## src/rtl/ata_strobe_pkg.sv

```systemverilog
package ata_strobe_pkg;

  localparam int WORD_W = 16;
  localparam int CNT_W  = 8;

  typedef enum logic [1:0] {
    PH_IDLE,
    PH_ACTIVE,
    PH_WAIT,
    PH_RECOVER
  } phase_e;

  function automatic logic [CNT_W-1:0] active_load(input logic [WORD_W-1:0] w);
    return {1'b0, w[14:8]};
  endfunction

  function automatic logic [CNT_W-1:0] recover_load(input logic [WORD_W-1:0] w);
    return w[7:0];
  endfunction

  function automatic logic wait_enabled(input logic [WORD_W-1:0] w);
    return w[15];
  endfunction

endpackage

```

## src/rtl/ata_timing_regs.sv

```systemverilog
module ata_timing_regs
  import ata_strobe_pkg::*;
#(
  parameter int          NUM_DRIVES = 2,
  parameter logic [15:0] RESET_WORD = 16'h0707,
  localparam int         SEL_W      = (NUM_DRIVES > 1) ? $clog2(NUM_DRIVES) : 1
) (
  input  logic              clk,
  input  logic              rst_n,
  input  logic              wr_en,
  input  logic [SEL_W-1:0]  wr_sel,
  input  logic [WORD_W-1:0] wr_data,
  input  logic [SEL_W-1:0]  rd_sel,
  output logic [WORD_W-1:0] rd_data,
  input  logic [SEL_W-1:0]  cyc_sel,
  output logic [WORD_W-1:0] cyc_word
);

  logic [WORD_W-1:0] words [NUM_DRIVES];

  for (genvar d = 0; d < NUM_DRIVES; d++) begin : g_drive
    always_ff @(posedge clk) begin
      if (!rst_n)
        words[d] <= RESET_WORD;
      else if (wr_en && (wr_sel == SEL_W'(d)))
        words[d] <= wr_data;
    end
  end

  assign rd_data  = words[rd_sel];
  assign cyc_word = words[cyc_sel];

endmodule

```

## src/rtl/ata_ready_sync.sv

```systemverilog
module ata_ready_sync #(
  parameter int STAGES = 2
) (
  input  logic clk,
  input  logic rst_n,
  input  logic async_in,
  output logic sync_out
);

  logic [STAGES-1:0] chain;

  always_ff @(posedge clk) begin
    if (!rst_n)
      chain <= '0;
    else
      chain <= {chain[STAGES-2:0], async_in};
  end

  assign sync_out = chain[STAGES-1];

endmodule

```

## src/rtl/ata_strobe_fsm.sv

```systemverilog
module ata_strobe_fsm
  import ata_strobe_pkg::*;
(
  input  logic              clk,
  input  logic              rst_n,
  input  logic              req,
  input  logic [WORD_W-1:0] word_in,
  input  logic              ready_s,
  output logic              strobe,
  output logic              busy,
  output logic              done,
  output logic [WORD_W-1:0] cur_word,
  output logic              in_wait
);

  phase_e           phase;
  logic [CNT_W-1:0] cnt;
  logic             cnt_zero;

  assign cnt_zero = (cnt == '0);

  always_ff @(posedge clk) begin
    if (!rst_n) begin
      phase    <= PH_IDLE;
      cnt      <= '0;
      cur_word <= '0;
      done     <= 1'b0;
    end else begin
      done <= 1'b0;
      unique case (phase)
        PH_IDLE: begin
          if (req) begin
            cur_word <= word_in;
            cnt      <= active_load(word_in);
            phase    <= PH_ACTIVE;
          end
        end
        PH_ACTIVE: begin
          if (cnt_zero) begin
            if (wait_enabled(cur_word) && !ready_s) begin
              phase <= PH_WAIT;
            end else begin
              cnt   <= recover_load(cur_word);
              phase <= PH_RECOVER;
            end
          end else begin
            cnt <= cnt - 1'b1;
          end
        end
        PH_WAIT: begin
          if (ready_s) begin
            cnt   <= recover_load(cur_word);
            phase <= PH_RECOVER;
          end
        end
        PH_RECOVER: begin
          if (cnt_zero) begin
            phase <= PH_IDLE;
            done  <= 1'b1;
          end else begin
            cnt <= cnt - 1'b1;
          end
        end
        default: phase <= PH_IDLE;
      endcase
    end
  end

  assign strobe  = (phase == PH_ACTIVE) || (phase == PH_WAIT);
  assign busy    = (phase != PH_IDLE);
  assign in_wait = (phase == PH_WAIT);

endmodule

```

## src/rtl/ata_strobe_timer.sv

```systemverilog
module ata_strobe_timer
  import ata_strobe_pkg::*;
#(
  parameter int          NUM_DRIVES  = 2,
  parameter int          SYNC_STAGES = 2,
  parameter logic [15:0] RESET_WORD  = 16'h0707,
  localparam int         SEL_W       = (NUM_DRIVES > 1) ? $clog2(NUM_DRIVES) : 1
) (
  input  logic             clk,
  input  logic             rst_n,
  input  logic             wr_en,
  input  logic [SEL_W-1:0] wr_sel,
  input  logic [15:0]      wr_data,
  input  logic [SEL_W-1:0] rd_sel,
  output logic [15:0]      rd_data,
  input  logic             req,
  input  logic [SEL_W-1:0] req_drive,
  input  logic             iordy,
  output logic             strobe,
  output logic             busy,
  output logic             done
);

  logic [WORD_W-1:0] sel_word;
  logic [WORD_W-1:0] cur_word;
  logic              ready_s;
  logic              in_wait;

  ata_timing_regs #(
    .NUM_DRIVES (NUM_DRIVES),
    .RESET_WORD (RESET_WORD)
  ) u_regs (
    .clk      (clk),
    .rst_n    (rst_n),
    .wr_en    (wr_en),
    .wr_sel   (wr_sel),
    .wr_data  (wr_data),
    .rd_sel   (rd_sel),
    .rd_data  (rd_data),
    .cyc_sel  (req_drive),
    .cyc_word (sel_word)
  );

  ata_ready_sync #(
    .STAGES (SYNC_STAGES)
  ) u_sync (
    .clk      (clk),
    .rst_n    (rst_n),
    .async_in (iordy),
    .sync_out (ready_s)
  );

  ata_strobe_fsm u_fsm (
    .clk      (clk),
    .rst_n    (rst_n),
    .req      (req),
    .word_in  (sel_word),
    .ready_s  (ready_s),
    .strobe   (strobe),
    .busy     (busy),
    .done     (done),
    .cur_word (cur_word),
    .in_wait  (in_wait)
  );

endmodule

```

## config.mk

```make
export PLATFORM = sky130hd
export DESIGN_NAME = ata_strobe_timer
export DESIGN_NICKNAME = d
export VERILOG_FILES = /design/src/rtl/ata_strobe_pkg.sv /design/src/rtl/ata_timing_regs.sv /design/src/rtl/ata_ready_sync.sv /design/src/rtl/ata_strobe_fsm.sv /design/src/rtl/ata_strobe_timer.sv
export SDC_FILE = /design/constraint.sdc
export NUM_CORES = 1
export LEC_CHECK = 0
export BUFFER_PORTS_ARGS = -buffer_cell sky130_fd_sc_hd__buf_4
export CAP_MARGIN = 30
export CORE_MARGIN = 4
export CORE_UTILIZATION = 50
export DETAILED_ROUTE_END_ITERATION = 6
export PLACE_DENSITY = 0.71
export SYNTH_ARGS = -nofsm -noshare
export SYNTH_HDL_FRONTEND = slang
export SYNTH_HIERARCHICAL = 1
export SYNTH_SLANG_ARGS = --single-unit
export TNS_END_PERCENT = 20
```

## constraint.sdc

```tcl
create_clock -name clk -period 3.1 [get_ports clk]
set_input_delay 0.31 -clock clk [delete_from_list [all_inputs] [get_ports clk]]
set_output_delay 0.31 -clock clk [all_outputs]
set_load 0.01 [all_outputs]
```

; Word level (Yosys, flattened, before mapping)
; Memory sizes are Yosys's and may differ from the RTL's.
; Cells that the tools add are included.
[totals]
ff_bits = 29
latchBits = 0
mem_bits_rw = 32
rom_bits = 0
in_bits = 24
out_inout_bits = 19
word_cells = 53
n_memories = 1
[classes]
addsub = 1
n_mul = 0
div = 0
magnitude_cmp = 0
n_eq_ne = 9
n_shift = 0
n_mux = 22
bitwise_logic = 3
n_reduce_logical = 12
[mem_list]
columns = memory, words, width, read_ports, rd_ports_with_merged_regs, write_ports, line
row1 = u_regs.words, 2, 16, 2, 0, 2, ata_timing_regs.sv:19  ; logic [WORD_W-1:0] words [NUM_DRIVES];
[ops]
columns = operator, count
row1 = $mux 8, 5
row2 = $mux 16, 2
row3 = $pmux 8 s4, 1
row4 = $mux 1, 9
row5 = $logic_not 8->1, 1
row6 = $mux 2, 4
row7 = $pmux 2 s4, 1
row8 = $reduce_and 4->1, 2
row9 = $sub 8x1->8 const B, 1
row10 = $ne 2x1->1 const B, 3
row11 = $eq 2x2->1 const B, 2
row12 = $ne 2x2->1 const B, 2
row13 = $reduce_and 2->1, 2
row14 = $logic_and 1x1->1, 3
row15 = $ne 3x3->1 const B, 1
row16 = $eq 2x1->1 const B, 1
row17 = $logic_not 2->1, 1
row18 = $or 1x1->1, 2
row19 = $reduce_bool 2->1, 1
row20 = $logic_not 1->1, 1
row21 = $logic_or 1x1->1, 1
row22 = $not 1->1, 1

; Depth between registers and ports, before layout
; Gate-level depths: netlist of run 1.
[logic_depth]
word_depth = 6
depth_mapped = 7
depth_no_buf = 6

; By module
; Netlist of run 1, hierarchy kept.
[modules_own_cells]
columns = mod, instances, cells_per_inst, area_per_inst_um2, seq_area_each_um2
row1 = ata_timing_regs, 1, 128, 1715.4, 960.9
row2 = ata_strobe_fsm, 1, 166, 1420.1, 540.5
row3 = ata_ready_sync, 1, 4, 52.6, 40.0

; Worst setup path after synthesis of run 1
; OpenSTA, ideal clock, no wires.
[synth_timing]
path_kind = input -> register
start = input port wr_en
end = memory u_regs.words[0][0], enable pin
setup_ps = 411
t_arrival_ps = 1659
required_ps = 2689
path_slack_ps = 1030
stages = 3
n_path_buf = 1
cell_sequence = buf_2 > inv_1 > o21ai_0
[synth_lines]
columns = item, line
row1 = "start, declared", ata_strobe_timer.sv:11  ; input logic wr_en,
row2 = "end, declared", ata_timing_regs.sv:19

; Worst setup path in the final report of run 1
[layout_timing]
start = register u_fsm.cnt[0]
end = register u_fsm.cnt[4]
[layout_via]
elab_chain_len = 3
elab_cells_between_ends = 8
classes_between = add/sub: 1 / eq/ne: 2 / mux: 3 / reduce/logical: 2
[layout_rtl]
columns = item, line
row1 = "start, declared", ata_strobe_fsm.sv:17  ; logic [CNT_W-1:0] cnt;
row2 = "start signal, assigned", ata_strobe_fsm.sv:34  ; cnt <= active_load(word_in);
row3 = "start signal, assigned", ata_strobe_fsm.sv:43  ; cnt <= recover_load(cur_word);
row4 = "start signal, assigned", ata_strobe_fsm.sv:47  ; cnt <= cnt - 1'b1;
row5 = $sub 8x1->8 / $logic_not 8->1 (equally long branches), "ata_strobe_fsm.sv:47, ata_strobe_fsm.sv:61, ata_strobe_fsm.sv:20"
row6 = "$mux 8, or another cell as far along", ata_strobe_fsm.sv:57  ; if (cnt_zero) begin
row7 = $pmux 8 s4 / $reduce_and 4->1 (equally long branches), -
; Parallel ways exist; a longest one is shown, timed or not. The select of a mux whose other input is x is not followed.
; A chain may end at the register's enable or synchronous reset.

==> summary.txt, run 1 <==
Run status
  – Outcome: complete, no violations

Global route
  – Met1 Use GR: 0.235
  – Vias in the first global route: 2062
  – Met2 Use GR: 0.286
  – GR peak layer: met2
  – Largest net degree at the start of global routing: 19
  – First-pass GRT wire length: slightly above 10000 um
  – Grt ovf: 0
  – GR Util met3: 0.0340
  – Total GRT Usage: 0.175
  – Initial antenna violation count: 0

Detailed routing
  – Initial DRC count: 113
  – Vias/cell: 5.56
  – TritonRoute pass-1 iters: 4
  – Post-route DRC: 0
  – Detailed Route WL: 6000 um
  – Drt wl/cell: 15.9 um
  – Post-route ant nets: 0
  – Via Count: around 2100

Timing
  – Setup violators final: 0
  – Skew final: about 0.0057 ns
  – Worst slew margin: 0.515
  – Hold Violations, Final: 0
  – Max Freq: around 520 MHz
  – Worst slew pin tran: 0.725 ns
  – Final period util: 0.622
  – RSZ-0062 raised after global routing: false
  – Slew Viols, Final: 0
  – Tmin final: around 1.9 ns
  – TNS Setup: 0 ns

Floorplan
  – Area of the die: just over 7000 um^2
  – Row count: 27
  – Initial Util: 0.528
  – Core ar.: 5610 um^2
  – Die Span X: 84.9 um
  – I/O pin cnt: 43
  – Die Y: 84.9 um

Critical path
  – Crit. End Element: register
  – CP Cell Sequence: inv_1, ha_1, nor2b_1, a41o_1, a221o_1, a32o_1
  – Worst EP arrival: 2.12 ns
  – Worst path slowest cell: dfxtp_1
  – Worst Path Max Fanout: 8
  – Slowest stage delay, CP: 0.38 ns
  – CP bufs+invs: 1
  – Crit-path leading delay family: compound AO/OA/AOI/OAI gates
  – CP Launch Type: register
  – Critical path type: register to register
  – Worst path required time: ~3.3 ns

Clock network
  – CTS Root Cell: clkbuf_8
  – CTS sink cnt: between 50 and 60
  – Post-cts hold buffer count: 0
  – Resize count post-CTS: 0
  – CTS tree: built
  – Worst-skew pair later-pin latency: 0.30 ns
  – Setup bufs post-CTS: 0
  – CTS clk-pin slew, worst paths: 0.09 ns
  – Htree depth: 2
  – Max Root-Sink Buffers: 2
  – Num CTS Buffers: 5

Placement
  – Dpl cells: 370
  – Placer Congestion: 0.832
  – Detailed-placement wirelength estimate: between 4000 and 5000 um
  – Port Buffers: 42

Layout
  – Ant diodes: 0
  – Final nets: approximately 340
  – P&R area growth vs syn: 13.2%
  – FF/Latch Area: 1400 um^2
  – Layout cell share with drive strength beyond 1: 0.291
  – Final Util: 0.598
  – Fill cells: 483
  – Multi-input combinational cell area: roughly 1400 um^2
  – Non-filler cells, final: 378

Synth
  – Syn Nets: about 300
  – YS warnings: 6
  – Syn Std Cell Area: 2960 um^2
  – Synthesized area per cell: between 10 and 15 um^2
  – Mapped Cells: 270

Power
  – P_leak: 1.38 nW
  – VDD IR max: 0.314 mV
  – P per Cell Area: 691 nW/um^2

Job
  – Number of max-cap violations: 0

Hold path
  – Path type of the worst min-delay path: input pin to register
-- final timing paths --
check	startpoint	to	slack, ns	depth (start not counted)
max reg2reg	u_fsm/cnt[0]	u_fsm/cnt[4]	1.17	6
min reg2reg	u_sync/chain[0]	u_sync/chain[1]	0.45	1
max	u_fsm/cnt[0]	u_fsm/cnt[4]	1.17	6
min	iordy	u_sync/chain[0]	0.22	2
-- stage by stage --
stage / area [um^2] / hold WS [ns] / setup slack [ns] / power (mW)
final: 3350 / 0.224 / 1.17 / 2.32
after global routing: 3350 / 0.200 / 1.03 / 2.48
after CTS: 3350 / 0.207 / 1.18 / 2.32
after detailed placement: 3260 / 0.440 / 1.20 / 1.93
after global placement: 3260 / 0.416 / 1.24 / 1.93
after floorplan: 2960 / 0.412 / 1.03 / 1.69
-- layout make-up --
| type | instances | area share |
|---|---|---|
| clock buffer | 6 | 0.0246 |
| multi-input combinational | 191 | 0.420 |
| sequential | 54 | 0.418 |
| inverter | 10 | 0.0112 |
| tap | 72 | 0.0269 |
| timing repair buffer | 43 | 0.0963 |
| clock inverter | 2 | 0.00261 |
-- where the power goes --
group	leakage (nW)	total, mW	switching [mW]	internal (mW)
Combinational	0.823	0.942	0.508	0.434
Clock	0.0524	0.394	0.216	0.177
Sequential	0.500	0.980	0.111	0.869
-- per-layer routing --
metal  up-vias  part of all wire  wire (um)
met5         -                 0          0
met4         0            0.0092         55
met3         4             0.046        278
met2        55              0.50       3000
met1      1007              0.44       2660
li1       1036                 -          -
-- worst reg2reg max path: stages (launching register included) --
cell	delay [ns]
dfxtp_1	0.38
inv_1	0.09
ha_1	0.24
nor2b_1	0.14
a41o_1	0.34
a221o_1	0.38
a32o_1	0.25
-- flip-flops by register name (all words and copies together), names as in the netlist --
name	flops
u_fsm/cur_word	9
u_regs/words	32
u_fsm/done	1
u_fsm/cnt	8
u_sync/chain	2
u_fsm/phase	2
-- layout by cell type, fill, tap and decap left out, types with 7 or more instances in the layout --
cell type	instances
mux2_2	12
nand2_1	45
nand2b_1	8
inv_1	11
edfxtp_1	32
a21oi_1	12
nor2_1	24
nor2b_1	9
buf_4	43
ha_1	7
mux2_4	20
dfxtp_1	22
No activity file was read; power rests on OpenSTA's default activity.
==> inputs of run 2 (changes only) <==
==> constraint.sdc (replaced) <==
create_clock -name clk -period 1.9 [get_ports clk]
set_input_delay 0.19 -clock clk [delete_from_list [all_inputs] [get_ports clk]]
set_output_delay 0.19 -clock clk [all_outputs]
set_load 0.01 [all_outputs]
==> run 2 against run 1 <==
  * First-iteration DRC count shrank 7.1%
  * Critical endpoint is now u_fsm/cnt[6]
  * Hold slack lost 0.16 ns
  * Utilization grew 1.9 points
==> summary.txt, run 2 (synthesis results as in run 1) <==
Timing
  – Setup WS post-layout: 0.0809 ns (-1.09 ns)
  – Hold Violations, Final: 0 (unchanged)
  – RSZ-0062 raised after global routing: false
  – TNS Setup: 0 ns (unchanged)
  – Setup violators final: 0 (unchanged)
  – Final period util: 0.957 (+0.335)
  – Slew Viols, Final: 0 (unchanged)
  – Tmin final: 1.82 ns (-0.110 ns)
  – Max Freq: 550 MHz (+6.1%)
  – Skew final: 0.00850 ns (+0.00282 ns)
  – Worst slew pin tran: 0.444 ns (-0.281 ns)
  – Worst slew margin: 0.702 (+0.186)

Clock network
  – CTS Root Cell: clkbuf_8
  – Worst-skew pair later-pin latency: 0.32 ns (+0.02 ns)
  – CTS tree: built
  – Num CTS Buffers: 5 (unchanged)
  – CTS sink cnt: 54 (unchanged)
  – Max Root-Sink Buffers: 2 (unchanged)
  – CTS clk-pin slew, worst paths: 0.11 ns (+0.02 ns)
  – Htree depth: 2 (unchanged)

Detailed routing
  – Initial DRC count: 105 (-7.1%)
  – Via Count: 2160 (+2.8%)
  – Detailed Route WL: 6390 um (+6.5%)
  – Drt wl/cell: 16.6 um (+4.3%)
  – Post-route DRC: 0 (unchanged)
  – Post-route ant nets: 0 (unchanged)
  – Vias/cell: 5.60 (+0.63%)
  – TritonRoute pass-1 iters: 4 (unchanged)

Floorplan
  – I/O pin cnt: 43 (unchanged)
  – Initial Util: 0.528 (unchanged)
  – Area of the die: 7220 um^2 (unchanged)
  – Die Y: 84.9 um (unchanged)
  – Die Span X: 84.9 um (unchanged)
  – Core ar.: 5610 um^2 (unchanged)
  – Row count: 27 (unchanged)

Global route
  – Largest net degree at the start of global routing: 20 (+1)
  – Grt ovf: 0 (unchanged)
  – Initial antenna violation count: 0 (unchanged)
  – Vias in the first global route: 2176 (+5.5%)
  – Total GRT Usage: 0.181 (+0.00655)
  – First-pass GRT wire length: 10300 um (+2.4%)

Power
  – P_leak: 1.42 nW (+2.9%)
  – VDD IR max: 0.516 mV (+64%)
  – Total power: 4.03 mW (+74%)
  – P per Cell Area: 1160 nW/um^2 (+68%)

Layout
  – Final nets: 344 (+2.4%)
  – Fin area: 3460 um^2 (+3.2%)
  – Layout cell share with drive strength beyond 1: 0.350 (+0.0595)
  – Commonest non-fill, non-tap cell in the layout: buf_4
  – Top flop regs: u_regs/words: 32 flops, u_fsm/cur_word: 9 flops, u_fsm/cnt: 8 flops
  – Most frequent cells in the layout: 51 x buf_4, 45 x nand2_1, 32 x edfxtp_1, 23 x nor2_1, 20 x mux2_4
  – Ant diodes: 0 (unchanged)
  – Max FFs per register: 32 (unchanged)
  – Final Util: 0.617 (+0.0194)
  – P&R area growth vs syn: 16.9%
  – Most flops, register: u_regs/words

Placement
  – Placer Congestion: 0.773 (-7.1%)
  – Detailed-placement wirelength estimate: 4550 um (+4.6%)
  – Pre-CTS WS: -0.0183 ns (-1.21 ns)
  – Post-Place Cell Area: 3320 um^2 (+1.8%)
  – Port Buffers: 42 (unchanged)

Critical path
  – Worst EP arrival: 2.04 ns (-0.08 ns)
  – Crit. End Element: register
  – CP Launch Type: register
  – Worst Path Max Fanout: 5 (-3)
  – Worst path required time: 2.12 ns (-1.17 ns)
  – Critical path type: register to register

Hold path
  – Path type of the worst min-delay path: input pin to register

Job
  – Number of max-cap violations: 0 (unchanged)

Run status
  – Outcome: complete, no violations
-- run 2: critical path, stage by stage, from the launching register on --
cell and delay [ns]:
dfxtp_2 0.36, inv_2 0.09, ha_4 0.15, or3b_1 0.36, a31o_2 0.25, a221o_1 0.30
a32o_1 0.21
-- run 2: routing by layer --
metal	track usage	share of wire	vias up	routed length [um]
li1	-	-	1053	-
met1	0.227	0.44	1054	2790
met2	0.314	0.51	46	3240
met3	0.0427	0.045	7	290
met4	0.0475	0.011	0	72
met5	0	0	-	0
-- run 2: power breakdown --
| part | switching (mW) | leakage (nW) | internal, mW |
|---|---|---|---|
| registers | 0.183 | 0.501 | 1.42 |
| clock network | 0.416 | 0.0506 | 0.276 |
| logic | 0.900 | 0.863 | 0.827 |
| total | 1.50 | 1.42 | 2.53 |
-- run 2: metrics by stage --
| step | hold slack [ns] | std cells |
|---|---|---|
| CTS | 0.0527 | 386 |
| global placement | 0.393 | 378 |
| detailed placement | 0.395 | 378 |
| finish | 0.0605 | 386 |
| floorplan | 0.312 | 270 |
| global route | 0.0589 | 386 |
-- run 2: repair_timing --
item,CTS,global route
pin swaps,1,1
gates resized for setup,2,12
buffers inserted,0,0
hold endpoints to repair,0,0
endpoints found under the setup margin,5,8
hold buffers,0,0
-- run 2: final timing paths --
path                   start               to  slack (ns)  cells after the start
min reg2reg  u_sync/chain[0]  u_sync/chain[1]        0.45                      1
min                    iordy  u_sync/chain[0]        0.06                      2
max             u_fsm/cnt[0]     u_fsm/cnt[6]        0.08                      6
max reg2reg     u_fsm/cnt[0]     u_fsm/cnt[6]        0.08                      6
-- run 2: area by class of cell --
type,instances,area [um^2]
repair buffers,51,383
clock inverters,3,28.8
clock buffers,5,68.8
well taps,72,90.1
flip-flops and latches,54,1410
fillers,503,2150
inverters,10,37.5
multi-input cells,191,1450
